<file path="src/rtl/cfg_lock_seq.sv">
module cfg_lock_seq #(
  parameter int PINS = 16,
  parameter int DW   = 32
) (
  input  logic            clk,
  input  logic            rst_n,
  input  logic            wr_en,
  input  logic            wr_word,
  input  logic [DW-1:0]   wr_data,
  output logic [DW-1:0]   rd_data,
  output logic [PINS-1:0] freeze
);
  localparam int KEY = PINS;

  typedef enum logic [1:0] {IDLE, ARMED, GOT0} step_t;

  step_t           st;
  logic            locked;
  logic [PINS-1:0] mask;

  wire key  = wr_data[KEY];
  wire same = (wr_data[PINS-1:0] == mask);
  wire unused_hi = ^wr_data[DW-1:KEY+1];

  always_ff @(posedge clk) begin
    if (!rst_n) begin
      st     <= IDLE;
      locked <= 1'b0;
      mask   <= '0;
    end else if (wr_en && !locked) begin
      mask <= wr_data[PINS-1:0];
      if (!wr_word)                    st <= IDLE;
      else if (st == GOT0 && key && same) begin
        locked <= 1'b1;
        st     <= IDLE;
      end
      else if (key)                    st <= ARMED;
      else if (st == ARMED && same)    st <= GOT0;
      else                             st <= IDLE;
    end
  end

  assign rd_data = {{(DW-KEY-1){1'b0}}, locked, mask};
  assign freeze  = {PINS{locked}} & mask;
endmodule

</file>
<file path="config.mk">
export PLATFORM = sky130hd
export DESIGN_NAME = cfg_lock_seq
export DESIGN_NICKNAME = d
export VERILOG_FILES = /design/src/rtl/cfg_lock_seq.sv
export SDC_FILE = /design/constraint.sdc
export NUM_CORES = 1
export LEC_CHECK = 0
export CAP_MARGIN = 15
export CORE_MARGIN = 2
export CORE_UTILIZATION = 54
export DETAILED_ROUTE_END_ITERATION = 7
export DONT_BUFFER_PORTS = 1
export PLACE_DENSITY = 0.8
export REMOVE_ABC_BUFFERS = 1
export SLEW_MARGIN = 30
export SYNTH_ARGS = -nofsm -noshare
export SYNTH_HDL_FRONTEND = slang
export SYNTH_SLANG_ARGS = --single-unit
</file>
<file path="constraint.sdc">
create_clock -name clk -period 1.92 [get_ports clk]
set_input_delay 0.096 -clock clk [delete_from_list [all_inputs] [get_ports clk]]
set_output_delay 0.096 -clock clk [all_outputs]
set_load 0.01 [all_outputs]
</file>
==> flow_results.org <==
** Die
- The floorplan step defined a core boundary enclosing 1980 µm².
- The floorplan step defined a die boundary enclosing 2490 µm².
- Site Rows :: 16
- In this run the vertical extent of the chip is 49.9 µm.
- The die is 49.9 µm wide.
- 84 I/O pins were placed.
- For this configuration, the core starts out at a cell density of 0.574.

** Yosys
- Adder-Cell Fraction of Synth Area :: 0
- In the synthesized netlist, the number of instances is 141.
- After synthesis, the share of cell area in mux cells is 0.
- Area contributors post-synth :: sky130_fd_sc_hd__dfxtp_1 (33%), sky130_fd_sc_hd__xor2_1 (12%), sky130_fd_sc_hd__nand2_1 (12%), sky130_fd_sc_hd__buf_4 (11%), sky130_fd_sc_hd__and2_1 (8.8%)
- Mapped Area :: 1140 µm²
- Among all flip-flop cells after synthesis, the most frequent one is sky130_fd_sc_hd__dfxtp_1.
- By area, the combinational part of the netlist is dominated by simple AND/OR/NAND/NOR gates.
- Async SR Flop Fraction :: 0
- YS warnings :: 0
- Synth cell count leaders :: sky130_fd_sc_hd__nand2_1 (35), sky130_fd_sc_hd__dfxtp_1 (19), sky130_fd_sc_hd__and2_1 (16), sky130_fd_sc_hd__buf_4 (16), sky130_fd_sc_hd__xor2_1 (16)
- The netlist uses 22 different library cells.
- Dominant cell type by area after synthesis :: sky130_fd_sc_hd__dfxtp_1
- Xor/xnor share of the synthesized area :: 0.123
- Area fraction of the dominant cell type after synthesis :: 0.334
- Counting flops with a built-in enable in the synthesized netlist gives 0.
- Of the total synthesized cell area, the portion taken by AND, OR, NAND and NOR gates is 0.277.
- By instance count, the leading cell after synthesis is sky130_fd_sc_hd__nand2_1.
- Post-synthesis area per instance :: 8.08 µm²
- Compound-gate portion of the synthesized area :: 0.125
- Post-synthesis sequential area ratio :: 0.334
- Number of synthesized register bits :: 19

** Critical path
- The critical path crosses 4 cells after its start point.
- The signal on the critical path passes through nand2b_2 > nand2_1 > a21boi_1 > dlygate4sd3_1.
- Cell family with the largest share of critical-path delay :: buffers and inverters
- Together, buffers and inverters on the worst path number 1.
- STA classifies the critical path startpoint as a flip-flop.
- Measured in cells, the most critical reg-to-reg path has a length of 4.
- Worst Setup End Kind :: flip-flop
- Endpoint arrival time on the critical path :: 1890 ps
- Slowest cell on crit path :: sky130_fd_sc_hd__dlygate4sd3_1
- Worst EP required :: 2160 ps
- The setup path with the least slack is of type flip-flop to flip-flop.
- Crit path max fanout :: 18
- Largest stage delay, worst path :: 560 ps

** STA
- The count of pins over their slew limit is 0.
- Setup repair after global routing left no endpoint under its margin.
- For the final routed database, the setup TNS stands at 0 ps.
- Setup violations remaining at the end of the flow were counted as 0.
- Hold Vio Cnt, Final :: 0
- The tightest hold path in the finished design has a slack of 29.7 ps.
- Fmax achieved :: 606 MHz
- The routed design could run at a clock period as short as 1650 ps.
- Dividing the final minimum period by the clock period gives 0.860.
- Across the routed clock network, the largest skew measured is 5.93 ps.

** Worst hold path
- Number of cells on the worst hold path :: 3
- Class of the tightest hold or removal check :: input pin to flip-flop

** Placed design
- During placement, the flow inserted port buffers numbering 0.
- Counting tap cells, the placed design contains a total of 161 instances.
- In this run the cell area measured after placement is 1080 µm².
- Detailed placement ended at an HPWL of 1610 µm.
- RD Place Congestion :: 0.738

** Route
- Dividing the detail-routed wire length by the instance count gives 13.7 µm.
- For this run, design rule violations remaining after detail routing come to 0.
- Once detail routing completed, the nets flagged for antenna violations numbered 0.
- Number of vias per cell after detailed routing :: 5.09
- Detailed router's first-iteration violation count :: 9
- Final wirelength :: 2630 µm
- DR pass1 iterations :: 4
- The routed layout has 978 vias.

** Pwr
- In this run the static leakage power is 0.000619 µW.
- In this run the power density over the cells is 559 nW/µm².
- VDD sags by at most 0.555 mV.

** GRT
- Entering global routing, the biggest net connects 19 pins.
- The initial antenna violation count is 0.
- Global route total overflow :: 0
- In the global route stage, overall resource usage came out at 0.224.
- The first global-routing pass estimated 4330 µm of wire.
- Via count of the first global-routing pass :: 969

** Cells and area
- Total inserted antenna cells :: 0
- Of the cells placed in the final design, the portion with a size suffix greater than 1 is 0.0485.
- Area growth from synthesis to layout :: 21.4%
- Final design area excluding fillers :: 1380 µm²
- Filler Cell Count :: 164
- Post-layout instance count excluding filler cells :: 192
- The net count of the finished layout is 202.

** Clocking
- Post-CTS timing repair inserted 0 buffers for setup.
- Counting the buffers created by CTS gives 3.
- No sink is reached through more buffers than the 2 on the longest clock path.
- Register clock-pin slew on the reported worst setup and hold paths :: 110 ps
- Deepest level of the CTS H-tree :: 1
- CTS placed an instance of sky130_fd_sc_hd__clkbuf_4 at the clock tree root.
- Number of clock sinks :: 19
- Clock tree from TritonCTS :: done
- Later-pin clock latency in the skew report :: 290 ps

** Run
- The tool flagged a number of max-cap violations equal to 0.

** Run status
- The run finished with clean final reports.
==> worst min-delay path: cells and delay by family <==
family,cells,cell delay [ps]
compound gates,1,100
simple gates,2,90
==> report_power, final <==
part / total [µW] / switching (µW) / internal (µW) / leakage, µW
Combinational: 131 / 60.0 / 70.7 / 0.000448
Clock: 197 / 117 / 80.7 / 0.0000150
Sequential: 444 / 31.1 / 413 / 0.000156
==> area by class of cell <==
type	count	area, µm²	area share
clock buffer	4	26.3	0.0190
multi-input combinational	113	657	0.475
timing repair buffer	29	285	0.206
tap	27	33.8	0.0244
sequential	19	380	0.275
==> timing repair <==
item,CTS,global route
hold buffers,27,0
setup endpoints to repair,0,7
endpoints found under the hold margin,19,0
resized for setup,0,1
==> worst paths after layout <==
kind | start | end | slack (ps)
setup / recovery | locked | mask[5] | 270
hold / removal | wr_data[16] | st[0] | 30
setup reg to reg | locked | mask[5] | 270
hold reg to reg | st[1] | st[1] | 500
==> cell usage in the layout (no fill, tap or decap) <==
cell type	netlist	routed
sky130_fd_sc_hd__xor2_1	16	16
sky130_fd_sc_hd__nor4_1	4	4
sky130_fd_sc_hd__buf_4	16	2
sky130_fd_sc_hd__conb_1	1	15
sky130_fd_sc_hd__nand3_1	2	2
sky130_fd_sc_hd__nand3b_1	1	1
sky130_fd_sc_hd__o211a_1	1	1
sky130_fd_sc_hd__dfxtp_1	19	19
sky130_fd_sc_hd__dlygate4sd3_1	0	27
sky130_fd_sc_hd__nand2_1	35	35
sky130_fd_sc_hd__nand3_2	1	1
sky130_fd_sc_hd__and2_1	16	16
sky130_fd_sc_hd__clkbuf_4	0	3
sky130_fd_sc_hd__or4b_1	1	1
sky130_fd_sc_hd__o21ai_1	1	1
sky130_fd_sc_hd__clkbuf_1	4	1
sky130_fd_sc_hd__nand4_1	1	1
sky130_fd_sc_hd__a21boi_0	10	10
sky130_fd_sc_hd__o31ai_1	1	1
sky130_fd_sc_hd__nand2b_2	0	1
sky130_fd_sc_hd__a21boi_1	6	6
sky130_fd_sc_hd__nor2b_2	1	1
==> stage by stage <==
step                      total power (µW)  setup slack, ps   util
after floorplan                        517              282      -
after detailed placement               535              394  0.547
after global placement                 530              431  0.547
after global routing                   806              184  0.698
final                                  772              270  0.698
after CTS                              773             82.6  0.696
==> cell families after synthesis <==
logic type / after synthesis
other cells: 1
compound gates: 19
simple gates: 63
xor+xnor: 16
buf+inv: 23
flops: 19
==> state kept, by name, summed over array words and instances, names as in the netlist <==
| register | count |
|---|---|
| locked | 1 |
| mask | 16 |
| st | 2 |
==> metal layers <==
layer,part of all wire,up-vias,GRT usage
met5,0,-,0
met4,0,0,0.0324
met3,0.072,0,0.0545
met2,0.51,55,0.424
met1,0.41,449,0.254
li1,-,474,-
Power figures use the tool's default switching activity.
